### src/rtl/spi_burst_pkg.sv
package spi_burst_pkg;
  localparam int WORD_W = 32;
  localparam int BYTE_W = 8;

  typedef enum logic [1:0] {
    ST_IDLE,
    ST_SEND,
    ST_WAIT,
    ST_STORE
  } ctrl_state_e;
endpackage

### src/rtl/sbx_fifo.sv
module sbx_fifo #(
  parameter int WIDTH = 32,
  parameter int DEPTH = 64
) (
  input  logic             clk,
  input  logic             rst_n,
  input  logic             in_valid,
  output logic             in_ready,
  input  logic [WIDTH-1:0] in_data,
  output logic             out_valid,
  input  logic             out_ready,
  output logic [WIDTH-1:0] out_data
);
  localparam int AW = (DEPTH > 1) ? $clog2(DEPTH) : 1;
  localparam logic [AW:0]   FULL_CNT = (AW+1)'(DEPTH);
  localparam logic [AW-1:0] LAST_PTR = AW'(DEPTH - 1);

  logic [WIDTH-1:0] mem [DEPTH];
  logic [AW-1:0]    wr_ptr, rd_ptr;
  logic [AW:0]      count;
  logic             do_push, do_pop;

  assign in_ready  = (count != FULL_CNT);
  assign out_valid = (count != '0);
  assign out_data  = mem[rd_ptr];
  assign do_push   = in_valid && in_ready;
  assign do_pop    = out_valid && out_ready;

  always_ff @(posedge clk) begin
    if (do_push) mem[wr_ptr] <= in_data;
  end

  always_ff @(posedge clk or negedge rst_n) begin
    if (!rst_n) begin
      wr_ptr <= '0;
      rd_ptr <= '0;
      count  <= '0;
    end else begin
      if (do_push) wr_ptr <= (wr_ptr == LAST_PTR) ? '0 : wr_ptr + 1'b1;
      if (do_pop)  rd_ptr <= (rd_ptr == LAST_PTR) ? '0 : rd_ptr + 1'b1;
      case ({do_push, do_pop})
        2'b10:   count <= count + 1'b1;
        2'b01:   count <= count - 1'b1;
        default: count <= count;
      endcase
    end
  end
endmodule

### src/rtl/sbx_shifter.sv
module sbx_shifter #(
  parameter int SCLK_HALF = 2
) (
  input  logic       clk,
  input  logic       rst_n,
  input  logic       start,
  input  logic [7:0] tx_byte,
  output logic [7:0] rx_byte,
  output logic       done,
  output logic       sclk,
  output logic       mosi,
  input  logic       miso
);
  localparam int CW = (SCLK_HALF > 1) ? $clog2(SCLK_HALF) : 1;
  localparam logic [CW-1:0] DIV_LAST = CW'(SCLK_HALF - 1);

  logic [CW-1:0] div_cnt;
  logic          active;
  logic [7:0]    tx_sr, rx_sr;
  logic [2:0]    bit_cnt;
  logic          tick;

  assign tick    = active && (div_cnt == DIV_LAST);
  assign rx_byte = rx_sr;

  always_ff @(posedge clk or negedge rst_n) begin
    if (!rst_n) begin
      div_cnt <= '0;
      active  <= 1'b0;
      tx_sr   <= '0;
      rx_sr   <= '0;
      bit_cnt <= '0;
      done    <= 1'b0;
      sclk    <= 1'b0;
      mosi    <= 1'b0;
    end else begin
      done <= 1'b0;
      if (start && !active) begin
        active  <= 1'b1;
        tx_sr   <= tx_byte;
        mosi    <= tx_byte[7];
        div_cnt <= '0;
        bit_cnt <= '0;
        sclk    <= 1'b0;
      end else if (active) begin
        if (tick) begin
          div_cnt <= '0;
          if (!sclk) begin
            sclk  <= 1'b1;
            rx_sr <= {rx_sr[6:0], miso};
          end else begin
            sclk <= 1'b0;
            if (bit_cnt == 3'd7) begin
              active <= 1'b0;
              done   <= 1'b1;
            end else begin
              bit_cnt <= bit_cnt + 1'b1;
              mosi    <= tx_sr[6];
              tx_sr   <= {tx_sr[6:0], 1'b0};
            end
          end
        end else begin
          div_cnt <= div_cnt + 1'b1;
        end
      end
    end
  end
endmodule

### src/rtl/sbx_ctrl.sv
module sbx_ctrl
  import spi_burst_pkg::*;
#(
  parameter int BURST_W = 12
) (
  input  logic               clk,
  input  logic               rst_n,
  input  logic [BURST_W-1:0] burst_m1,
  input  logic               multi,
  input  logic               start,
  input  logic               tx_avail,
  input  logic [WORD_W-1:0]  tx_word,
  output logic               tx_take,
  input  logic               rx_space,
  output logic               rx_put,
  output logic [WORD_W-1:0]  rx_word,
  output logic               sh_start,
  output logic [BYTE_W-1:0]  sh_byte,
  input  logic               sh_done,
  input  logic [BYTE_W-1:0]  sh_rx,
  output logic               busy,
  output logic               done_flag,
  output logic               ovf_flag
);
  localparam int RW = BURST_W + 1;
  localparam logic [RW-1:0] BYTE_BITS = RW'(BYTE_W);

  ctrl_state_e        state;
  logic [RW-1:0]      rem, sum, burst_rnd, eff_rem;
  logic [WORD_W-1:0]  word_q, acc_q;
  logic [2:0]         left_q, nbytes;
  logic               burst_end;

  always_comb begin
    sum       = RW'(burst_m1) + BYTE_BITS;
    burst_rnd = {sum[RW-1:3], 3'b000};
    eff_rem   = (rem == '0) ? burst_rnd : rem;
    nbytes    = (eff_rem[4:3] == 2'b00) ? 3'd4 : {1'b0, eff_rem[4:3]};
    burst_end = (rem == '0);
  end

  always_comb begin
    case (left_q)
      3'd4:    sh_byte = word_q[31:24];
      3'd3:    sh_byte = word_q[23:16];
      3'd2:    sh_byte = word_q[15:8];
      default: sh_byte = word_q[7:0];
    endcase
  end

  assign tx_take  = (state == ST_IDLE) && busy && tx_avail;
  assign sh_start = (state == ST_SEND);
  assign rx_put   = (state == ST_STORE) && rx_space;
  assign rx_word  = acc_q;

  always_ff @(posedge clk or negedge rst_n) begin
    if (!rst_n) begin
      state     <= ST_IDLE;
      rem       <= '0;
      word_q    <= '0;
      acc_q     <= '0;
      left_q    <= '0;
      busy      <= 1'b0;
      done_flag <= 1'b0;
      ovf_flag  <= 1'b0;
    end else begin
      case (state)
        ST_IDLE: begin
          if (busy) begin
            if (tx_avail) begin
              word_q <= tx_word;
              rem    <= eff_rem;
              left_q <= nbytes;
              acc_q  <= '0;
              state  <= ST_SEND;
            end else begin
              done_flag <= 1'b1;
              busy      <= 1'b0;
            end
          end
        end
        ST_SEND: state <= ST_WAIT;
        ST_WAIT: begin
          if (sh_done) begin
            acc_q <= {acc_q[WORD_W-BYTE_W-1:0], sh_rx};
            rem   <= rem - BYTE_BITS;
            if (left_q == 3'd1) begin
              state <= ST_STORE;
            end else begin
              left_q <= left_q - 1'b1;
              state  <= ST_SEND;
            end
          end
        end
        ST_STORE: begin
          if (!rx_space) ovf_flag <= 1'b1;
          if ((burst_end && !multi) || !tx_avail) begin
            done_flag <= 1'b1;
            busy      <= 1'b0;
          end
          state <= ST_IDLE;
        end
        default: state <= ST_IDLE;
      endcase
      if (start) begin
        busy      <= 1'b1;
        done_flag <= 1'b0;
      end
    end
  end
endmodule

### src/rtl/spi_burst_xchg.sv
module spi_burst_xchg
  import spi_burst_pkg::*;
#(
  parameter int BURST_W    = 12,
  parameter int FIFO_DEPTH = 64,
  parameter int SCLK_HALF  = 2
) (
  input  logic               clk,
  input  logic               rst_n,
  input  logic [BURST_W-1:0] cfg_burst_len,
  input  logic               cfg_multi,
  input  logic               xch_start,
  output logic               xch_busy,
  output logic               xfer_done,
  output logic               rx_overflow,
  input  logic               tx_valid,
  output logic               tx_ready,
  input  logic [31:0]        tx_data,
  output logic               rx_valid,
  input  logic               rx_ready,
  output logic [31:0]        rx_data,
  output logic               sclk,
  output logic               mosi,
  input  logic               miso
);
  logic              q_avail, q_take, r_space, r_put, sh_start, sh_done;
  logic [WORD_W-1:0] q_word, r_word;
  logic [BYTE_W-1:0] sh_byte, sh_rx;

  sbx_fifo #(.WIDTH(WORD_W), .DEPTH(FIFO_DEPTH)) u_tx_fifo (
    .clk(clk), .rst_n(rst_n),
    .in_valid(tx_valid), .in_ready(tx_ready), .in_data(tx_data),
    .out_valid(q_avail), .out_ready(q_take), .out_data(q_word)
  );

  sbx_fifo #(.WIDTH(WORD_W), .DEPTH(FIFO_DEPTH)) u_rx_fifo (
    .clk(clk), .rst_n(rst_n),
    .in_valid(r_put), .in_ready(r_space), .in_data(r_word),
    .out_valid(rx_valid), .out_ready(rx_ready), .out_data(rx_data)
  );

  sbx_ctrl #(.BURST_W(BURST_W)) u_ctrl (
    .clk(clk), .rst_n(rst_n),
    .burst_m1(cfg_burst_len), .multi(cfg_multi), .start(xch_start),
    .tx_avail(q_avail), .tx_word(q_word), .tx_take(q_take),
    .rx_space(r_space), .rx_put(r_put), .rx_word(r_word),
    .sh_start(sh_start), .sh_byte(sh_byte), .sh_done(sh_done), .sh_rx(sh_rx),
    .busy(xch_busy), .done_flag(xfer_done), .ovf_flag(rx_overflow)
  );

  sbx_shifter #(.SCLK_HALF(SCLK_HALF)) u_shift (
    .clk(clk), .rst_n(rst_n),
    .start(sh_start), .tx_byte(sh_byte), .rx_byte(sh_rx), .done(sh_done),
    .sclk(sclk), .mosi(mosi), .miso(miso)
  );
endmodule

### config.mk
export PLATFORM = sky130hd
export DESIGN_NAME = spi_burst_xchg
export DESIGN_NICKNAME = d
export VERILOG_FILES = /design/src/rtl/spi_burst_pkg.sv /design/src/rtl/sbx_fifo.sv /design/src/rtl/sbx_shifter.sv /design/src/rtl/sbx_ctrl.sv /design/src/rtl/spi_burst_xchg.sv
export SDC_FILE = /design/constraint.sdc
export NUM_CORES = 2
export LEC_CHECK = 0
export BUFFER_PORTS_ARGS = -buffer_cell sky130_fd_sc_hd__buf_4
export CAP_MARGIN = 20
export CORE_MARGIN = 10
export CORE_UTILIZATION = 35
export CTS_BUF_LIST = sky130_fd_sc_hd__clkbuf_16
export CTS_CLUSTER_SIZE = 25
export DETAILED_ROUTE_END_ITERATION = 10
export GPL_TIMING_DRIVEN = 0
export PLACE_DENSITY_LB_ADDON = 0.2
export SETUP_SLACK_MARGIN = 0.05
export SYNTH_ARGS = -nofsm -noshare
export SYNTH_HDL_FRONTEND = slang
export SYNTH_HIERARCHICAL = 1
export SYNTH_SLANG_ARGS = --single-unit
### constraint.sdc
create_clock -name clk -period 6.8 [get_ports clk]
set_clock_uncertainty 0.2 [all_clocks]
set_input_delay 0.68 -clock clk [delete_from_list [all_inputs] [get_ports clk]]
set_output_delay 0.68 -clock clk [all_outputs]
set_load 0.005 [all_outputs]
Yosys cells after proc, flatten, opt, wreduce, memory -nomap -nowiden:

Memories as Yosys holds them, arrays and structs flattened. A register that Yosys moved wholly into a read port is not among the register bits.
Index checks and enable logic that the tools add are counted.

* bits in registers: 114
* latch bits: 0
* bits in writable memories: 4096
* memory bits (read-only): 0
* input port bits: 51
* output and inout bits: 39
* memories: 2

Memories
* u_rx_fifo.mem: words 64, bits a word 32, read ports 1, clocked after Yosys merged registers in 0, write ports 1, line sbx_fifo.sv:18 `logic [WIDTH-1:0] mem [DEPTH];`
* u_tx_fifo.mem: words 64, bits a word 32, read ports 1, clocked after Yosys merged registers in 1, write ports 1, line sbx_fifo.sv:18

* add/subtract/negate cells: 13
* $mul: 0
* div/mod/pow operators: 0
* magnitude comparators: 0
* eq/ne operators: 27
* shifts and indexed selects: 0
* mux-type cells: 73
* bitwise operators: 3
* reduce and logical (&&, ||, !) cells: 38

Operators with widths (number)
* $mux W32: 3
* $pmux W32 S2: 1
* $mux W13: 4
* $mux W7: 5
* $mux W1: 34
* $mux W3: 10
* $pmux W7 S2: 2
* $pmux W13 S2: 1
* $add A6 B1 Y6 const B: 4
* $eq A6 B6 Y1 const B: 4
* $mux W6: 4
* $pmux W8 S3: 1
* $reduce_and A4 Y1: 4
* $add A7 B1 Y7 const B: 2
* $ne A7 B7 Y1 const B: 2
* $reduce_bool A7 Y1: 2
* $sub A7 B1 Y7 const B: 2
* $add A12 B4 Y13 const B: 1
* $logic_not A13 Y1: 1
* $sub A13 B4 Y13 const B: 1
* $reduce_bool A2 Y1: 6
* $logic_and A1 B1 Y1: 10
* $ne A2 B1 Y1 const B: 5
* $reduce_and A5 Y1: 2
* 22 further kinds: 43

Longest topological paths before layout:

* depth in word-level cells: 7
* mapped depth: 16

Hierarchy:

Netlist, hierarchy kept.

Modules (own cells, without submodules)
* sbx_fifo at u_rx_fifo: instances 1, cells each 3569, area each 79444.9 µm², sequential area each 61974.4 µm²
* sbx_fifo at u_tx_fifo: instances 1, cells each 3534, area each 79357.4 µm², sequential area each 61974.4 µm²
* sbx_ctrl: instances 1, cells each 331, area each 3854.9 µm², sequential area each 2052.0 µm²
* sbx_shifter: instances 1, cells each 80, area each 1004.7 µm², sequential area each 575.6 µm²

Least setup slack after synthesis:

Ideal clock, no wire load.

* path kind: input-to-reg
* start: input tx_valid
* end: memory u_tx_fifo.mem[30][0], enable pin
* arrival time: 3.117 ns
* setup slack: 3.062 ns
* cell stages on the path: 5
* cells stage by stage: inv_1 > a31oi_1 > nor2b_1 > nand3_1 > nor2_1

* cells in the longest elaborated chain, start to end: 3

RTL lines
* from (decl): line spi_burst_xchg.sv:16 `input logic tx_valid,`
* $logic_and A1 B1 Y1: line sbx_fifo.sv:26 `assign do_push = in_valid && in_ready;`
* $mux W1: line sbx_fifo.sv:30 `if (do_push) mem[wr_ptr] <= in_data;`
* $mux W1 (implied by the code): line sbx_fifo.sv:30
* to (decl): line sbx_fifo.sv:18

Every way passes these cells.

Worst setup path in the final report:

* start: register u_rx_fifo.rd_ptr[2]
* end: output rx_data[22]

* cells in the longest elaborated chain, start to end: 1

RTL lines
* from (decl): line sbx_fifo.sv:19 `logic [AW-1:0] wr_ptr, rd_ptr;`
* from (signal assigned): line sbx_fifo.sv:40 `if (do_pop) rd_ptr <= (rd_ptr == LAST_PTR) ? '0 : rd_ptr + 1'b1;`
* $mem_v2 Z64 W32
* to (decl): line spi_burst_xchg.sv:21 `output logic [31:0] rx_data,`

Every way passes these cells.

==> summary.md <==
| Metric | Value |
|---|---|
| Leakage power of the design | `59.6 nW` |
| Gp weighted congestion | `0.928` |
| Maximum number of pins on one net before global-route repair | `93` |
| Endpoint required time on the critical path | `5920 ps` |
| Area of placed instances | `0.177 mm2` |
| Vias per cell | `5.62` |
| Cell depth of the worst flop-to-flop path | `16` |
| Worst-skew pair later-pin latency | `1010 ps` |
| H-tree depth reported by CTS | `5` |
| Number of hold buffers added after CTS | `17` |
| Clock buffer depth | `4` |
| Number of DRC markers in iteration 0 | `10.5k` |
| Remaining Overflow, GRT | `0` |
| Global-route wire length before repair | `698 mm` |
| Unrepaired setup endpoints after global routing | `no` |
| Number of input and output port buffers inserted | `86` |
| Power density relative to cell area | `395 mW/mm2` |
| Number of buffers added by the clock tree synthesis step | `437` |
| FP Rows | `251` |
| Width of the die | `704 um` |
| Area grow syn2layout | `16.6%` |
| Final Hold Violating Endpoints | `0` |
| Router iterations before antenna repair | `7` |
| Die Footprint | `0.495 mm2` |
| Seq/Total Area, Yosys | `0.773` |
| Critical Path Sink Type | `output port` |
| Portion of synthesized cell area occupied by the leading cell type | `0.752` |
| Worst reg2reg path endpoint | `u_tx_fifo/count[6]$_DFFE_PN0P_` |
| Remaining antenna violation count | `0` |
| Crit path setup slack, layout | `329 ps` |
| Cell accounting for the most synthesized area | `edfxtp_1` |
| Startpoint type of the worst setup path | `flip-flop` |
| Leading cell types by total area after synthesis | `edfxtp_1, mux4_2, dfrtp_1, mux2i_1, mux2_2` |
| Outcome | `finished clean` |
| Chip height | `704 um` |
| Final critical-path required period | `6470 ps` |
| Max-slew headroom at the worst pin | `0.156` |
| Cells after Synth | `7514` |
| Setup CP Type | `reg2out` |
| Number of enable flip-flop cells after synthesis | `4096` |
| Max-slew violation count | `0` |
| Flip-flop and latch count after synthesis | `4239` |
| Dpl cells | `14.0k` |
| Fraction of registers with async set/reset | `0.0337` |
| Total routing usage reported by global routing | `0.199` |
| Launch instance of the worst register-to-register path | `u_tx_fifo/count[2]$_DFFE_PN0P_` |
| Number of setup buffers added after CTS | `0` |
| Worst-margin pin slew | `1270 ps` |
| CTS tree | `yes` |
| Mapped Avg Cell Area | `21.8 um2` |
| Vias | `83.4k` |
| Power after layout | `75.5 mW` |
| HPWL reported at the end of detailed placement | `344 mm` |
| Highest clock rate | `155 MHz` |
| Setup slack at placement | `960 ps` |
| Met3 wirelength from detailed routing | `36.3 mm` |
| Clock-pin transition on the worst setup and hold timing paths | `60 ps` |
| Max cap viols | `0` |
| Nets | `8326` |
| Sink of the worst hold path | `u_tx_fifo/mem[17][6]$_DFFE_PP_` |
| Post-detailed-route DRC marker count | `0` |
| Total Neg Setup Slack | `0 ps` |
| Worst vdd ir | `0.297 mV` |
| Startpoint of the worst hold path | `tx_data[6]` |
| Number of warnings issued by yosys | `6` |
| Non-filler cells, final | `14.8k` |
| Standard cell core area | `0.467 mm2` |
| Routed wire length | `510 mm` |
| Flop2flop setup slack | `870 ps` |
| Syn Nets | `7592` |
| Count of final setup violators | `0` |
| Quantity of gates resized following cts | `0` |
| Initial antenna violation count | `38` |
| Fin crit share | `0.952` |
| Worst Hold Slack | `54.3 ps` |
| Top-Level Pins | `90` |
| Share of post-route cells with drive strength above 1 | `0.276` |
| Final core area utilization | `0.409` |
| Hold WC Path Type | `in2reg` |
| Wirelength per Cell | `34.4 um` |
| Cell area after synthesis | `0.164 mm2` |
| # clock sinks | `4239` |
| Number of global-route vias before repair | `83.8k` |
| Clock root cell | `clkbuf_16` |
| Arrival time worst endpoint | `5590 ps` |
| Total non-filler cell area in the finished layout | `0.191 mm2` |
| Initial standard-cell utilization of the core | `0.351` |
| Wire length on met2 | `249 mm` |
| Count of cell types in the netlist | `79` |
| Post-route met1 wirelength | `202 mm` |
| Highest layer used for signal routing | `met5` |
| Number of cells on the worst hold path | `1` |
| Leading register cell type out of synthesis | `edfxtp_1` |
| Crit Path Max Fanout | `10` |
flip-flops by register name, indices dropped and copies added, names as in the netlist, 7 cells and up:
| signal | count |
|---|---|
| u_rx_fifo/mem | 2048 |
| u_tx_fifo/mem | 2048 |
| u_ctrl/rx_word | 32 |
| u_ctrl/word_q | 32 |
| u_ctrl/rem | 10 |
| u_shift/rx_byte | 8 |
| u_rx_fifo/count | 7 |
| u_shift/tx_sr | 7 |
| u_tx_fifo/count | 7 |
area by class of cell:
| type | instances | area, um2 |
|---|---|---|
| repair buffers | 295 | 4510 |
| well taps | 6198 | 7750 |
| diodes | 19 | 47.5 |
| clock buffers | 443 | 11100 |
| multi-input cells | 2815 | 35700 |
| flip-flops and latches | 4239 | 127000 |
| clock inverters | 361 | 2770 |
| fillers | 41000 | 276000 |
| plain buffers | 426 | 2260 |
| inverters | 34 | 128 |
critical path, cell delays in order (launching register included):
cell and delay (ps):
dfrtp_1 320, buf_2 480, buf_2 630, buf_2 580, buf_1 860, clkbuf_1 650, o21ai_0 370, nand4_1 310
a22o_1 220, buf_4 130
cells in the final DEF (no fill, tap or decap), types with 32 or more instances in the layout:
cell type / Yosys / routed
a22oi_1: 120 / 120
nor2_4: 0 / 128
a21oi_1: 106 / 106
clkbuf_1: 129 / 128
o21ai_1: 30 / 33
dfrtp_1: 143 / 111
inv_1: 32 / 128
bufinv_16: 0 / 37
clkinv_2: 0 / 79
a211oi_1: 60 / 60
nand2_1: 164 / 164
buf_4: 72 / 170
mux2i_1: 306 / 306
buf_12: 0 / 148
a31oi_1: 48 / 47
buf_2: 169 / 170
o22ai_1: 87 / 87
nor2_1: 209 / 81
clkinv_1: 1 / 112
mux2_2: 83 / 83
clkbuf_16: 0 / 443
nor2b_1: 69 / 69
dfrtp_2: 0 / 32
mux4_2: 960 / 960
o21ai_0: 70 / 67
nand3_1: 60 / 60
edfxtp_1: 4096 / 4096
a22o_1: 55 / 55
kinds of logic after synthesis:
kind of cell | share of synthesized area
flip-flops | 0.773
AO/OA/AOI/OAI | 0.0317
buffers and inverters | 0.0146
adder cells (fa/ha/maj) | 0.00216
XOR/XNOR | 0.00123
AND/OR/NAND/NOR | 0.0198
multiplexers | 0.157
Yosys cell counts, drive strengths merged (9+ instances only):
library cell,n
o211ai,10
mux2i,306
ha,25
a32oi,20
nand3b,11
nor4,13
nor3,18
nand3,60
nand4,24
nor2b,69
a221oi,23
dfrtp,143
a21oi,107
buf,297
a22o,56
mux4,960
o221ai,30
nor2,209
nand2,164
edfxtp,4096
a211o,20
and4,11
clkbuf,129
nand2b,21
and2,11
xnor2,14
a221o,11
o22ai,87
inv,33
a211oi,60
a31oi,48
mux2,92
and3,29
a2111oi,10
xor2,9
a22oi,120
o31ai,10
o21ai,100
per-layer routing:
layer  global-route usage  up-vias
li1                     -    33300
met1                0.262    45700
met2                0.332     3568
met3               0.0329      811
met4               0.0769       12
met5                    0        -
how the worst max path moves through the flow:
stage	cells past startpoint	end	start	slack [ps]
detailed placement	16	u_tx_fifo/count[6]$_DFFE_PN0P_	u_tx_fifo/count[2]$_DFFE_PN0P_	960
global placement	5	u_tx_fifo/mem[49][4]$_DFFE_PP_	tx_valid	-700
CTS	9	rx_data[21]	u_rx_fifo/rd_ptr[2]$_DFFE_PN0P_	190
finish	9	rx_data[22]	u_rx_fifo/rd_ptr[2]$_DFFE_PN0P_	330
floorplan	5	u_tx_fifo/mem[30][0]$_DFFE_PP_	tx_valid	3060
global route	9	rx_data[21]	u_rx_fifo/rd_ptr[2]$_DFFE_PN0P_	250
power by group:
part           internal [mW]  switching [mW]  leakage [nW]
combinational           7.70            14.7          14.0
clock                   13.2            10.1          7.18
sequential              29.3           0.371          38.4
total                   50.2            25.3          59.6
Note: power is estimated with default switching activity, not from simulation.
